**config.mk**
```make
export PLATFORM = sky130hd
export DESIGN_NAME = dram_refresh_sched
export DESIGN_NICKNAME = d
export VERILOG_FILES = /design/src/rtl/dram_refresh_sched.sv
export SDC_FILE = /design/constraint.sdc
export NUM_CORES = 1
export LEC_CHECK = 0
export BUFFER_PORTS_ARGS = -buffer_cell sky130_fd_sc_hd__buf_4
export CAP_MARGIN = 25
export CORE_UTILIZATION = 48
export CTS_CLUSTER_DIAMETER = 200
export DETAILED_ROUTE_END_ITERATION = 8
export PLACE_DENSITY = 0.74
export REMOVE_ABC_BUFFERS = 1
export SETUP_SLACK_MARGIN = 0.05
export SLEW_MARGIN = 20
export SYNTH_ARGS = -nofsm -noshare
export SYNTH_HDL_FRONTEND = slang
export SYNTH_SLANG_ARGS = --single-unit
```
**constraint.sdc**
```tcl
create_clock -name clk -period 3.9 [get_ports clk]
set_clock_uncertainty 0.05 [all_clocks]
set_input_delay 0.39 -clock clk [delete_from_list [all_inputs] [get_ports clk]]
set_output_delay 0.39 -clock clk [all_outputs]
set_load 0.02 [all_outputs]
```
**src/rtl/dram_refresh_sched.sv**
```systemverilog
module dram_refresh_sched #(
  parameter int PAUSE_CYC    = 20000,
  parameter int INIT_REFS    = 8,
  parameter int REF_INTERVAL = 1560,
  parameter int CAS_LEAD     = 1,
  parameter int RAS_LOW      = 5,
  parameter int RAS_PRE      = 3,
  parameter int OWE_W        = 4
) (
  input  logic clk,
  input  logic rst_n,
  input  logic ref_gnt,
  output logic ref_req,
  output logic ref_active,
  output logic init_done,
  output logic ras_n,
  output logic cas_n,
  output logic we_n
);
  localparam int TW = $clog2(PAUSE_CYC + 1);
  localparam int IW = $clog2(REF_INTERVAL + 1);
  localparam int NW = $clog2(INIT_REFS + 1);

  typedef enum logic [2:0] {S_PAUSE, S_IDLE, S_CSR, S_RASL, S_RP} st_t;

  st_t             state;
  logic [TW-1:0]   tcnt, plen;
  logic [IW-1:0]   ivl;
  logic [NW-1:0]   init_left;
  logic [OWE_W-1:0] owed;
  logic            tlast, fin, tick, take;

  always_comb begin
    case (state)
      S_PAUSE: plen = TW'(PAUSE_CYC);
      S_CSR:   plen = TW'(CAS_LEAD);
      S_RASL:  plen = TW'(RAS_LOW);
      default: plen = TW'(RAS_PRE);
    endcase
  end

  assign tlast      = tcnt == plen - TW'(1);
  assign fin        = state == S_RP && tlast;
  assign init_done  = state != S_PAUSE && init_left == '0;
  assign tick       = init_done && ivl == IW'(REF_INTERVAL - 1);
  assign ref_req    = state == S_IDLE && (init_left != '0 || owed != '0);
  assign take       = ref_req && ref_gnt;
  assign ref_active = state == S_CSR || state == S_RASL || state == S_RP;
  assign cas_n      = !(state == S_CSR || state == S_RASL);
  assign ras_n      = state != S_RASL;
  assign we_n       = 1'b1;

  always_ff @(posedge clk) begin
    if (!rst_n) begin
      state <= S_PAUSE;
      tcnt  <= '0;
    end else if (state == S_IDLE) begin
      tcnt <= '0;
      if (take) state <= S_CSR;
    end else if (tlast) begin
      tcnt <= '0;
      case (state)
        S_PAUSE: state <= S_IDLE;
        S_CSR:   state <= S_RASL;
        S_RASL:  state <= S_RP;
        default: state <= S_IDLE;
      endcase
    end else begin
      tcnt <= tcnt + TW'(1);
    end
  end

  always_ff @(posedge clk) begin
    if (!rst_n) init_left <= NW'(INIT_REFS);
    else if (fin && init_left != '0) init_left <= init_left - NW'(1);
  end

  always_ff @(posedge clk) begin
    if (!rst_n) ivl <= '0;
    else if (init_done) ivl <= tick ? '0 : ivl + IW'(1);
  end

  always_ff @(posedge clk) begin
    if (!rst_n) owed <= '0;
    else case ({tick, fin && init_left == '0})
      2'b10:   if (owed != '1) owed <= owed + OWE_W'(1);
      2'b01:   owed <= owed - OWE_W'(1);
      default: owed <= owed;
    endcase
  end

  assert_ras_under_cas_R3: assert property (@(posedge clk) disable iff (!rst_n)
    !ras_n |-> !cas_n);
  assert_cas_leads_ras_R3: assert property (@(posedge clk) disable iff (!rst_n)
    $fell(ras_n) |-> !$past(cas_n));
  assert_idle_strobes_R10: assert property (@(posedge clk) disable iff (!rst_n)
    !ref_active |-> (ras_n && cas_n));
  assert_req_not_busy_R10: assert property (@(posedge clk) disable iff (!rst_n)
    ref_req |-> !ref_active);
  assert_start_on_grant_R6: assert property (@(posedge clk) disable iff (!rst_n)
    $fell(cas_n) |-> $past(ref_req && ref_gnt));
  assert_init_sticky_R2: assert property (@(posedge clk) disable iff (!rst_n)
    init_done |=> init_done);
endmodule

```
==> flow_summary.ini <==
[status]
outcome = finished clean

[drt]
detail_route.iter0.violations = 45
detailedRoute.firstPassIterationCount = 4
total_wire_length_mm = 3.625
vias = 1577
routed_via_density = 5.364
drc = 0
antenna_left = 0
detail_route.wl_per_cell_um = 12.33

[grt]
grt_first_pass_wirelength_mm = 6.292
grt_util_all_layers = 0.1930
vias_in_the_first_global_route = 1427
global_route.overflow_total = 0
initial_antenna_violation_count = 0
largest_net_degree_at_the_start_of_global_routing = 23

[timing]
timing_worst_slew_pin_value_ns = 0.5938
setup-tns-final_ns = 0
slew-limit-headroom = 0.6042
unrepaired_setup_endpoints_after_global_routing = no
timing.final.crit_period_ns = 3.184
setup_viol = 0
slew_violations = 0
hold_viol_final = 0
fmax_mhz = 314.1
fin_crit_sh = 0.8164
hold_slack_ns = 0.3528

[yosys]
synth_area_per_cell_sq_um = 8.512
commonest_register_cell_after_synthesis = dfxtp_1
syn-instance-count = 234
post-synth-top-area-fraction = 0.3719
synth_warnings = 0
synth_area_sq_um = 1992
synth-async-reset-ratio = 0
synth_unique_cells = 42
seq_area_frac_synth = 0.3719
synth_top_area_cell = dfxtp_1
yosys-top-cells-area = dfxtp_1 (37%), xnor2_1 (6.2%), nand2_1 (5.8%)
synth.ff_latch_count = 37
synth_edf_count = 0

[cells_and_area]
num_antenna_cells = 0
area_taken_by_multi_input_logic_gates_sq_um = 1182
stdcell_area_sq_um = 2192
proportion_of_layout_cells_with_a_drive_suffix_above_1 = 0.1107
layout_common_cells = dfxtp_1 (37), nand2_1 (31), nor2_1 (30)
n_fill_cell = 385
layoutNonFillerInstCount = 294
nets = 252
syn_to_final_growth_pct = 10.05
layout.cells.most_common = dfxtp_1
layout.area.seq_sq_um = 740.7

[power]
total_leakage_power_nw = 0.8289
power_dissipated_by_switching_net_loads_mw = 0.1502
power.density_cell_area_nw_per_um2 = 340.2
total_power_mw = 0.7458
max-vdd-ir-drop_mv = 0.2407
power_frac_comb = 0.026
clock_power_share = 0.458
cellInternalPower_mw = 0.5956
pwr-share-seq = 0.515
switching_share = 0.2014

[clock_network]
tritoncts_num_sinks = 37
cts.htree.levels = 2
cts_tree = yes
clk_root_buffer_cell = clkbuf_8
cts_resized = 0
ctsLongestPathBuffers = 2
clock_pin_slew_of_the_registers_on_the_worst_case_setup_and_hold_paths_ns = 0.07
post_cts_setup_inserts = 0
cts-buffers-inserted = 5
cts-hold-fix-buffers = 0
clkLatencyLatePin_ns = 0.29

[die]
row_count = 23
floorplan.die.height_um = 66.42
core_region_area_sq_um = 4000
die_x_um = 66.42
dieArea_sq_um = 4412
effective_utilization_at_floorplan = 0.4980
io_pins = 9

[critical_path]
reg2regPathDepth = 12
rr_endpoint = owed[2]
worst_ep_required_time_ns = 4.03
cp_data_arrival_time_ns = 3.31
critPathCapture = owed[2]
critical_path.startpoint_type = register
critPathMaxFanout = 10
worst_r2r_startpoint = state[1]
timing.critical_path.from = state[1]
worst-setup-path-type = register to register
r2r_setup_slack_ns = 0.72
critPathCaptureType = register

[placed_design]
place_inst = 286
placed_area_sq_um = 2076
place_hpwl_mm = 2.712
port-buffer-count = 7
routability_congestion_estimate_from_global_placement = 0.7910

[run]
drv.max_cap_violation_count = 0

[hold_path]
holdCritPathClass = input pin to register
## kinds of logic after synthesis
group / Yosys count / synth area share
AND/OR/NAND/NOR: 128 / 0.3310
other: 1 / 0.001883
AO/OA/AOI/OAI: 13 / 0.06282
XOR/XNOR: 26 / 0.1143
flip-flops: 37 / 0.3719
buffers and inverters: 14 / 0.03454
multiplexers: 9 / 0.04586
adder cells (fa/ha/maj): 6 / 0.03769
## critical path, cell delays in order, from the launching register on
cell	delay [ns]
dfxtp_1	0.35
or3_1	0.47
inv_1	0.12
ha_1	0.24
xor2_1	0.14
nand2_1	0.13
a2111oi_4	0.57
nand4_1	0.18
xnor2_1	0.16
ha_1	0.20
a211oi_1	0.19
mux2i_1	0.12
mux2i_1	0.15
## registers in the layout (all words and copies together) (netlist names)
| register | cells |
|---|---|
| tcnt | 15 |
| state | 3 |
| owed | 4 |
| init_left | 4 |
| ivl | 11 |
## how the worst min path moves through the flow
stage / start / end / slack [ns] / cells after the start
finish: rst_n / init_left[3] / 0.35 / 2
CTS: rst_n / init_left[3] / 0.35 / 2
global placement: init_left[0] / init_left[0] / 0.41 / 2
floorplan: init_left[1] / init_left[1] / 0.40 / 2
global route: rst_n / init_left[3] / 0.36 / 2
detailed placement: init_left[1] / init_left[1] / 0.42 / 2
## per-layer routing
layer / GRT usage / part of all wire
met5: 0 / 0
met4: 0.08777 / 0.017
met3: 0.06207 / 0.030
met2: 0.3010 / 0.46
met1: 0.2398 / 0.49
## power groups by stage
| stage | sequential [mW] | clock, mW | combinational [mW] |
|---|---|---|---|
| floorplan | 0.392 | 0 | 0.0128 |
| global placement | 0.393 | 0 | 0.0195 |
| detailed placement | 0.393 | 0 | 0.0198 |
| CTS | 0.384 | 0.352 | 0.0199 |
| global route | 0.385 | 0.366 | 0.0218 |
| finish | 0.384 | 0.342 | 0.0196 |
## area by class of cell
type / count / area share
timing repair buffer: 8 / 0.02740
multi-input combinational: 183 / 0.5394
tap: 50 / 0.02854
sequential: 37 / 0.3379
clock inverter: 1 / 0.01370
clock buffer: 7 / 0.03938
inverter: 8 / 0.01370
## synthesized netlist by cell type (5+ instances only)
cell type,count
nor4_1,6
xor2_1,12
inv_1,8
and3_1,5
and2_1,5
nor2_1,30
nand4_1,10
nand3_1,12
xnor2_1,14
mux2i_1,8
nor3_1,8
dfxtp_1,37
ha_1,6
nand2_1,31
## metrics by stage
step                        util  setup WS, ns
final                     0.5480        0.7159
after CTS                 0.5480        0.6895
after detailed placement  0.5189        0.7056
after floorplan                -        0.9294
after global routing      0.5480        0.4575
after global placement    0.5189        0.8395
Power figures use the tool's default switching activity.
